==> config.mk <==
export PLATFORM = sky130hd
export DESIGN_NAME = min_sad_select
export DESIGN_NICKNAME = d
export VERILOG_FILES = /design/src/rtl/min_sel_pkg.sv /design/src/rtl/sad_min_ctrl.sv /design/src/rtl/sad_min_datapath.sv /design/src/rtl/min_sad_select.sv
export SDC_FILE = /design/constraint.sdc
export NUM_CORES = 2
export LEC_CHECK = 0
export ABC_CLOCK_PERIOD_IN_PS = 4000
export BUFFER_PORTS_ARGS = -buffer_cell sky130_fd_sc_hd__clkbuf_2
export CAP_MARGIN = 25
export CORE_AREA = 3 3 457 459
export CTS_CLUSTER_DIAMETER = 200
export DETAILED_ROUTE_END_ITERATION = 7
export DIE_AREA = 0 0 460 462
export GPL_TIMING_DRIVEN = 0
export PLACE_DENSITY = 0.6
export SKIP_CTS_REPAIR_TIMING = 1
export SYNTH_ARGS = -nofsm -noshare
export SYNTH_HDL_FRONTEND = slang
export SYNTH_SLANG_ARGS = --single-unit
==> constraint.sdc <==
create_clock -name clk -period 4 [get_ports clk]
set_input_delay 0.2 -clock clk [delete_from_list [all_inputs] [get_ports clk]]
set_output_delay 0.2 -clock clk [all_outputs]
set_load 0.03 [all_outputs]
==> src/rtl/min_sel_pkg.sv <==
package min_sel_pkg;

  // Strobes from the sequencing control to the selection datapath.
  typedef struct packed {
    logic load;    // tree root is valid this cycle
    logic second;  // root belongs to the second half
    logic clear;   // reset the held best
  } sel_strobe_t;

endpackage

==> src/rtl/sad_min_ctrl.sv <==
module sad_min_ctrl
  import min_sel_pkg::*;
#(
  parameter int LAT = 7
) (
  input  logic        clk,
  input  logic        rstN,
  input  logic        batchValid,
  input  logic        batchSecond,
  input  logic        clearBest,
  output sel_strobe_t strobe,
  output logic        batchDone,
  output logic        finalValid
);

  localparam int DEPTH = LAT - 1;

  logic [DEPTH-1:0] vldPipe;
  logic [DEPTH-1:0] secPipe;

  // Valid and half flag follow the tree levels one stage per cycle.
  always_ff @(posedge clk) begin
    if (!rstN) begin
      vldPipe <= '0;
      secPipe <= '0;
    end else begin
      vldPipe <= {vldPipe[DEPTH-2:0], batchValid};
      secPipe <= {secPipe[DEPTH-2:0], batchValid & batchSecond};
    end
  end

  always_comb begin
    strobe.load   = vldPipe[DEPTH-1];
    strobe.second = secPipe[DEPTH-1];
    strobe.clear  = clearBest;
  end

  always_ff @(posedge clk) begin
    if (!rstN) begin
      batchDone  <= 1'b0;
      finalValid <= 1'b0;
    end else begin
      batchDone  <= strobe.load;
      finalValid <= strobe.load & strobe.second;
    end
  end

  // every completed batch was presented exactly LAT edges earlier
  a_r2_fixed_latency: assert property (@(posedge clk) disable iff (!rstN)
    batchDone |-> $past(batchValid, LAT));

  // the final result appears together with a second-half batch result
  a_r7_final_with_batch: assert property (@(posedge clk) disable iff (!rstN)
    finalValid |-> (batchDone && $past(batchSecond, LAT)));

endmodule

==> src/rtl/sad_min_datapath.sv <==
module sad_min_datapath
  import min_sel_pkg::*;
#(
  parameter int NUM_IN = 64,
  parameter int SAD_W  = 16,
  parameter int MV_W   = 16
) (
  input  logic                    clk,
  input  logic                    rstN,
  input  sel_strobe_t             strobe,
  input  logic [NUM_IN-1:0]       candMask,
  input  logic [NUM_IN*SAD_W-1:0] candSads,
  input  logic [SAD_W-1:0]        dsSad,
  input  logic [MV_W-1:0]         dsMv,
  output logic [SAD_W-1:0]        batchSad,
  output logic [$clog2(NUM_IN):0] batchIdx,
  output logic [SAD_W-1:0]        finalSad,
  output logic                    finalFromDiamond,
  output logic [MV_W-1:0]         finalMv
);

  localparam int LEVELS = $clog2(NUM_IN);
  localparam int LANE_W = LEVELS;
  localparam int IDX_W  = LANE_W + 1;
  localparam logic [SAD_W-1:0] SAD_MAX = {SAD_W{1'b1}};

  typedef struct packed {
    logic [SAD_W-1:0]  sad;
    logic [LANE_W-1:0] lane;
  } node_t;

  // Left operand always carries the lower lane, so it keeps ties.
  function automatic node_t pickLower(node_t left, node_t right);
    return (right.sad < left.sad) ? right : left;
  endfunction

  // Reduction tree: level 0 is the masked input, each further level is
  // one registered pairwise comparison.
  for (genvar lv = 0; lv <= LEVELS; lv++) begin : g_lvl
    localparam int W = NUM_IN >> lv;
    node_t node [W];
    if (lv == 0) begin : g_leaf
      always_comb begin
        for (int i = 0; i < W; i++) begin
          node[i].sad  = candMask[i] ? candSads[i*SAD_W +: SAD_W] : SAD_MAX;
          node[i].lane = LANE_W'(i);
        end
      end
    end else begin : g_cmp
      always_ff @(posedge clk) begin
        for (int i = 0; i < W; i++) begin
          node[i] <= pickLower(g_lvl[lv-1].node[2*i], g_lvl[lv-1].node[2*i+1]);
        end
      end
    end
  end

  node_t             root;
  logic [IDX_W-1:0]  rootIdx;
  logic [SAD_W-1:0]  heldSad;
  logic [IDX_W-1:0]  heldIdx;
  logic [SAD_W-1:0]  spreadSad;
  logic [IDX_W-1:0]  spreadIdx;
  logic              dsWins;

  always_comb begin
    root    = g_lvl[LEVELS].node[0];
    rootIdx = {strobe.second, root.lane};
    // held first-half best keeps ties against the second half
    if (root.sad < heldSad) begin
      spreadSad = root.sad;
      spreadIdx = rootIdx;
    end else begin
      spreadSad = heldSad;
      spreadIdx = heldIdx;
    end
    dsWins = (dsSad <= spreadSad);
  end

  always_ff @(posedge clk) begin
    if (!rstN) begin
      batchSad         <= '0;
      batchIdx         <= '0;
      heldSad          <= SAD_MAX;
      heldIdx          <= '0;
      finalSad         <= '0;
      finalFromDiamond <= 1'b0;
      finalMv          <= '0;
    end else begin
      if (strobe.load) begin
        batchSad <= root.sad;
        batchIdx <= rootIdx;
      end
      if (strobe.clear) begin
        heldSad <= SAD_MAX;
        heldIdx <= '0;
      end else if (strobe.load && !strobe.second && (root.sad < heldSad)) begin
        heldSad <= root.sad;
        heldIdx <= rootIdx;
      end
      if (strobe.load && strobe.second) begin
        finalFromDiamond <= dsWins;
        finalSad         <= dsWins ? dsSad : spreadSad;
        finalMv          <= dsWins ? dsMv : MV_W'(spreadIdx);
      end
    end
  end

  // the held best never rises unless a clear was requested
  a_r6_held_no_rise: assert property (@(posedge clk) disable iff (!rstN)
    !strobe.clear |=> (heldSad <= $past(heldSad)));

  // a clear leaves the held best at the maximum value
  a_r6_clear_max: assert property (@(posedge clk) disable iff (!rstN)
    strobe.clear |=> (heldSad == SAD_MAX));

  // the final SAD is never above the second-half best or the diamond SAD
  a_r7_final_bound: assert property (@(posedge clk) disable iff (!rstN)
    (strobe.load && strobe.second) |=>
      ((finalSad <= batchSad) && (finalSad <= $past(dsSad))));

  // a zero diamond SAD cannot lose a tie
  a_r8_diamond_tie: assert property (@(posedge clk) disable iff (!rstN)
    (strobe.load && strobe.second && (dsSad == '0)) |=>
      (finalFromDiamond && (finalMv == $past(dsMv))));

endmodule

==> src/rtl/min_sad_select.sv <==
module min_sad_select
  import min_sel_pkg::*;
#(
  parameter int NUM_IN = 64,
  parameter int SAD_W  = 16,
  parameter int MV_W   = 16
) (
  input  logic                    clk,
  input  logic                    rstN,
  input  logic                    clearBest,
  input  logic                    batchValid,
  input  logic                    batchSecond,
  input  logic [NUM_IN-1:0]       candMask,
  input  logic [NUM_IN*SAD_W-1:0] candSads,
  input  logic [SAD_W-1:0]        dsSad,
  input  logic [MV_W-1:0]         dsMv,
  output logic                    batchDone,
  output logic [SAD_W-1:0]        batchSad,
  output logic [$clog2(NUM_IN):0] batchIdx,
  output logic                    finalValid,
  output logic [SAD_W-1:0]        finalSad,
  output logic                    finalFromDiamond,
  output logic [MV_W-1:0]         finalMv
);

  localparam int LEVELS = $clog2(NUM_IN);
  localparam int LAT    = LEVELS + 1;

  sel_strobe_t strobe;

  sad_min_ctrl #(.LAT(LAT)) u_ctrl (
    .clk        (clk),
    .rstN       (rstN),
    .batchValid (batchValid),
    .batchSecond(batchSecond),
    .clearBest  (clearBest),
    .strobe     (strobe),
    .batchDone  (batchDone),
    .finalValid (finalValid)
  );

  sad_min_datapath #(.NUM_IN(NUM_IN), .SAD_W(SAD_W), .MV_W(MV_W)) u_dp (
    .clk             (clk),
    .rstN            (rstN),
    .strobe          (strobe),
    .candMask        (candMask),
    .candSads        (candSads),
    .dsSad           (dsSad),
    .dsMv            (dsMv),
    .batchSad        (batchSad),
    .batchIdx        (batchIdx),
    .finalSad        (finalSad),
    .finalFromDiamond(finalFromDiamond),
    .finalMv         (finalMv)
  );

endmodule

Word level (Yosys, flattened, before mapping)
Memory sizes are Yosys's and may differ from the RTL's.
Cells that the tools add are included.

cells by class
  order comparisons = 65
  equality and inequality tests = 0
  reductions and logical operators = 5
  add/sub/neg operators = 0
  multipliers = 0
  bitwise gates (word level) = 3
  multiplexer cells = 131
  divide/modulo/power cells = 0
  shift-type cells = 0

operators with widths
  operator                         count
  22-bit 2-to-1 mux                63
  16-bit 2-to-1 mux                67
  16-bit less-than comparator      64
  16-bit less-or-equal comparator  1
  7-bit 2-to-1 mux                 1
  1-bit logical AND                3
  1-bit bitwise AND                2
  2-bit OR reduction               1
  1-bit zero test                  1
  1-bit NOT                        1

word-level totals
  bits of input ports = 1125
  logic and storage cells = 221
  bits in latches = 0
  ROM bits = 0
  register bits after elaboration = 93
  RAM bits = 1386
  memories kept = 6
  output and inout bits = 58

memory list
  name                words  width  rd ports  clocked after memory_dff  write ports  line                    text
  u_dp.g_lvl[1].node  32     22     32        0                         32           sad_min_datapath.sv:41  node_t node [W];
  u_dp.g_lvl[2].node  16     22     16        0                         16           sad_min_datapath.sv:41
  u_dp.g_lvl[3].node  8      22     8         0                         8            sad_min_datapath.sv:41
  u_dp.g_lvl[4].node  4      22     4         0                         4            sad_min_datapath.sv:41
  u_dp.g_lvl[5].node  2      22     2         0                         2            sad_min_datapath.sv:41
  u_dp.g_lvl[6].node  1      22     1         0                         1            sad_min_datapath.sv:41

Longest topological paths before layout
An unclocked memory read counts as a cell.

  depth after elaboration = 5
  gate-level depth with buffers = 16
  depth with buffers taken out = 14

By module
Synthesis repeated with hierarchy kept, for this count alone.

second synthesis, totals
  cells, all modules = 7131
  area total of the unflattened synthesis = 68760.9 sq um

modules (own cells, without submodules)
  module            sequential area each (sq um)  area each (sq um)  cells each  times used
  sad_min_datapath  24163.2                       68346.8            7099        1
  sad_min_ctrl      280.3                         414.1              32          1

Worst setup path before layout
Ideal clock, no wire load.

  path kind = reg-to-reg
  start point = reg u_dp.heldSad[11]
  end point = reg u_dp.finalSad[12]
  path slack = 0.248 ns
  stages on the path, launching flop included = 17
  arrival time = 3.666 ns
  setup time = 0.086 ns
  path buffers = 2
  clock period less this slack = 3.752 ns
  data required time = 3.914 ns
  cell sequence = dfxtp_1 inv_1 ha_1 and4_1 o211ai_1 o32a_1 nand2_1 buf_2 mux2i_1 ha_1 a21o_1 a21o_1 a221o_1 o31a_1 and2_1 buf_2 a211oi_1

between the ends
  cells in the longest elaborated chain, start to end = 4

ends and longest elaborated chain
  item                             line                     text
  start: declaration               sad_min_datapath.sv:60   logic [SAD_W-1:0] heldSad;
  start signal: assignment         sad_min_datapath.sv:98   heldSad <= root.sad;
  16-bit less-than comparator      sad_min_datapath.sv:70   if (root.sad < heldSad) begin
  16-bit 2-to-1 mux (*)            sad_min_datapath.sv:70
  16-bit less-or-equal comparator  sad_min_datapath.sv:77   dsWins = (dsSad <= spreadSad);
  16-bit 2-to-1 mux (*)            sad_min_datapath.sv:103  finalSad <= dsWins ? dsSad : spreadSad;
  end signal: assignment           sad_min_datapath.sv:103
  end: declaration                 sad_min_datapath.sv:17   output logic [SAD_W-1:0] finalSad,

Mark *: on every way between the ends. The rest lies on a longest branch, timed or not.
A chain may end at the register's enable or synchronous reset.

Worst setup path in the final report
  start point = reg u_dp.heldSad[13]
  end point = reg u_dp.finalMv[1]

between the ends
  cells in the longest elaborated chain, start to end = 4
  elaborated cells between the ends (all ways) = 5
  classes of those cells = 2 x order compare; 3 x mux

ends and longest elaborated chain
  item                             line                     text
  16-bit less-than comparator      sad_min_datapath.sv:70
  16-bit 2-to-1 mux                sad_min_datapath.sv:70
  16-bit less-or-equal comparator  sad_min_datapath.sv:77
  16-bit 2-to-1 mux (*)            sad_min_datapath.sv:104  finalMv <= dsWins ? dsMv : MV_W'(spreadIdx);
  end signal: assignment           sad_min_datapath.sv:104
  end: declaration                 sad_min_datapath.sv:19   output logic [MV_W-1:0] finalMv

Marked as above.

==> metrics.md <==
| Metric | Value |
|---|---|
| Via count | `59,100` |
| Final hold vios | `0` |
| Fraction of layout cells with a size suffix above 1 | `22.7%` |
| Internal Power | `31.8 mW` |
| GP Congestion | `0.967` |
| Max Cap Violations | `0` |
| DR vias/cell | `4.73` |
| Worst VDD drop | `0.331 mV` |
| Hold Crit Class | `primary input to flop` |
| Crit path kind | `flop to flop` |
| Sink Count | `1,221` |
| First-pass GRT wire length | `337,000 um` |
| Final Cycle Share | `101%` |
| CTS Buf Count | `139` |
| Cells after Synth | `7,119` |
| Chip Width | `460 um` |
| Failing checks | `negative setup slack` |
| Largest net degree at the start of global routing | `17` |
| Global Route Usage Sum | `21.0%` |
| Mapped cell area | `68,700 sq um` |
| Ys flop type | `dfxtp_1` |
| Syn Nets | `9,220` |
| Slew Limit Headroom | `38.0%` |
| Async SR Flop Fraction | `0%` |
| Initial antenna violation count | `44` |
| Initial drt markers | `2,586` |
| Commonest non-fill, non-tap cell in the layout | `dlygate4sd3_1` |
| Cell Rows | `166` |
| Slew of the pin with the lowest slew margin | `931 ps` |
| CP Capture Type | `flop` |
| Clk pin slew, worst setup/hold paths | `60 ps` |
| Fin crit period | `4030 ps` |
| Clock latency on the worst-skew pair | `760 ps` |
| Final slew viol count | `0` |
| Synth warn | `0` |
| Clock power frac | `28.0%` |
| # setup viols final | `5` |
| Total power density per cell area | `496 nW/um^2` |
| Sequential cell fraction of total power | `35.9%` |
| Switching Fraction | `32.9%` |
| FF+latch count, synth | `1,221` |
| CTS tree | `yes` |
| Crit path launch type | `flop` |
| Total gr overflow | `0` |
| Clock Path Buffers | `3` |
| # port buffers | `1,181` |
| Maximum fanout along the worst path | `8` |
| DP HPWL | `198,000 um` |
| Cell variety after synth | `44` |
| Hold Crit Depth | `3` |
| TritonRoute pass-1 iters | `5` |
| Logic pwr share | `36.1%` |
| RSZ-0062 raised after global routing | `yes` |
| Final Instance Area | `95,600 sq um` |
| Leak pwr | `47.8 nW` |
| Post-synth EDFFs | `0` |
| Root buffer cell | `clkbuf_16` |
| Detail Route Antenna Nets | `0` |
| H-tree Lvls | `4` |
| Worst Reg-to-Reg Cells | `16` |
| Final WL | `242,000 um` |
| Post-route DRC | `0` |
| Die height | `462 um` |
| Vias in the first global route | `56,500` |
| P&R area growth vs syn | `39.3%` |
| Post-DP Area | `77,900 sq um` |
| I/O pins | `1,183` |
| Critical Path RT | `4670 ps` |
| Most frequent cells in the layout | `1,211 x dlygate4sd3_1, 1,200 x dfxtp_1, 1,181 x clkbuf_2` |
| Final clock skew | `29.0 ps` |
| Tot Pwr | `47.4 mW` |
| Core box area | `205,000 sq um` |
| CP arrival | `4700 ps` |
| Drt wl/cell | `19.4 um` |
| Post-layout nets | `11,800` |
| Switch Pwr | `15.6 mW` |
| Starting Density | `33.5%` |
| Setup ws final | `-25.6 ps` |
| Post-synthesis sequential area ratio | `35.6%` |
| Average size of a mapped cell | `9.64 sq um` |
| Status | `finished with violations` |
| Hold slack | `15.8 ps` |
| Full die area | `213,000 sq um` |
| FMAX | `248 MHz` |
synthesized netlist by cell type, types with 84 or more instances:
master       n  share of area (%)
inv_1      992                5.4
nor2_1     773                4.2
a21o_1     349                3.8
mux2_2     554                9.1
nand2_1    132               0.72
nor2b_1    513                4.7
nand4_1    191                1.7
mux2i_1    577                8.4
dfxtp_1   1221                 36
ha_1       976                 18
a211oi_1    84               0.92
a21oi_1    197                1.4
cells by family after synthesis:
| family | after synthesis | synth area share (%) |
|---|---|---|
| and+or+nand+nor | 1701 | 12.3 |
| DFF | 1221 | 35.6 |
| buffers and inverters | 1189 | 6.92 |
| muxes | 1131 | 17.5 |
| adders and majority gates | 976 | 17.8 |
| AOI/OAI and AO/OA | 901 | 9.86 |
worst max-delay path, stage by stage, from the launching register on:
cell and delay, ps:
dfxtp_2 370, inv_2 50, ha_4 260, and4_4 220
o211ai_1 90, o32a_1 410, nand2_4 160, clkbuf_16 180
mux2i_2 330, ha_1 310, nand4_1 190, nor2_1 80
a221o_1 310, o31a_4 400, and2_4 210, clkbuf_16 170
a211oi_2 190
area by class of cell:
cell class                      count  area (sq um)
Fill cell                       19100        109000
Inverter                         1025          3850
Antenna cell                       22          55.1
Clock inverter                     53           773
Timing Repair Buffer             2418         18300
Buffer                            164           985
Multi-Input combinational cell   4709         39800
Sequential cell                  1221         24500
Clock buffer                      195          4050
Tap cell                         2688          3360
registers in the layout (all words and copies together), names as in the netlist:
signal,count
u_dp.finalSad,16
u_ctrl.batchDone,1
u_dp.heldIdx,7
u_dp.finalMv,16
u_ctrl.finalValid,1
u_dp.batchSad,16
u_ctrl.vldPipe,6
u_ctrl.secPipe,6
u_dp.g_lvl.node,1128
u_dp.finalFromDiamond,1
u_dp.batchIdx,7
u_dp.heldSad,16
power groups by stage:
| stage | Clock, mW | Combinational [mW] | Sequential [mW] |
|---|---|---|---|
| 2_1_floorplan | 0 | 11.0 | 16.1 |
| 3_3_place_gp | 0 | 15.3 | 17.2 |
| 3_5_place_dp | 0 | 15.5 | 17.3 |
| 4_1_cts | 13.6 | 15.7 | 17.0 |
| 5_1_grt | 14.1 | 18.9 | 17.3 |
| 6_report | 13.3 | 17.1 | 17.0 |
worst paths after layout:
path,startpoint,end,slack (ps)
max,u_dp.heldSad[13]$_SDFFE_PP1P_,u_dp.finalMv[1]$_SDFFE_PN0P_,-30
min,candSads[685],u_dp.g_lvl[1].node[1][129]$_DFF_P_,20
max reg2reg,u_dp.heldSad[13]$_SDFFE_PP1P_,u_dp.finalMv[1]$_SDFFE_PN0P_,-30
min reg2reg,u_ctrl.secPipe[1]$_SDFF_PN0_,u_ctrl.secPipe[2]$_SDFF_PN0_,430
per-stage QoR:
stage               setup TNS, ps  util (%)  worst slack (ps)  instances
finish                      -74.6      46.7             -25.6      12500
global route                -2680      46.7              -154      12500
CTS                        -17980      40.4              -627      11200
detailed placement         -17920      38.1              -613      11000
global placement           -16050      38.1              -552      11000
floorplan                       0         -               248       7119
routing by layer:
| layer | part of all wire, % | vias to the layer above | global-route usage (%) |
|---|---|---|---|
| met5 | 0.032 | - | 0 |
| met3 | 4.0 | 465 | 3.16 |
| met1 | 43 | 27700 | 25.5 |
| li1 | - | 29400 | - |
| met2 | 49 | 1589 | 36.9 |
| met4 | 4.4 | 14 | 8.23 |
No activity file was read; power rests on OpenSTA's default activity.
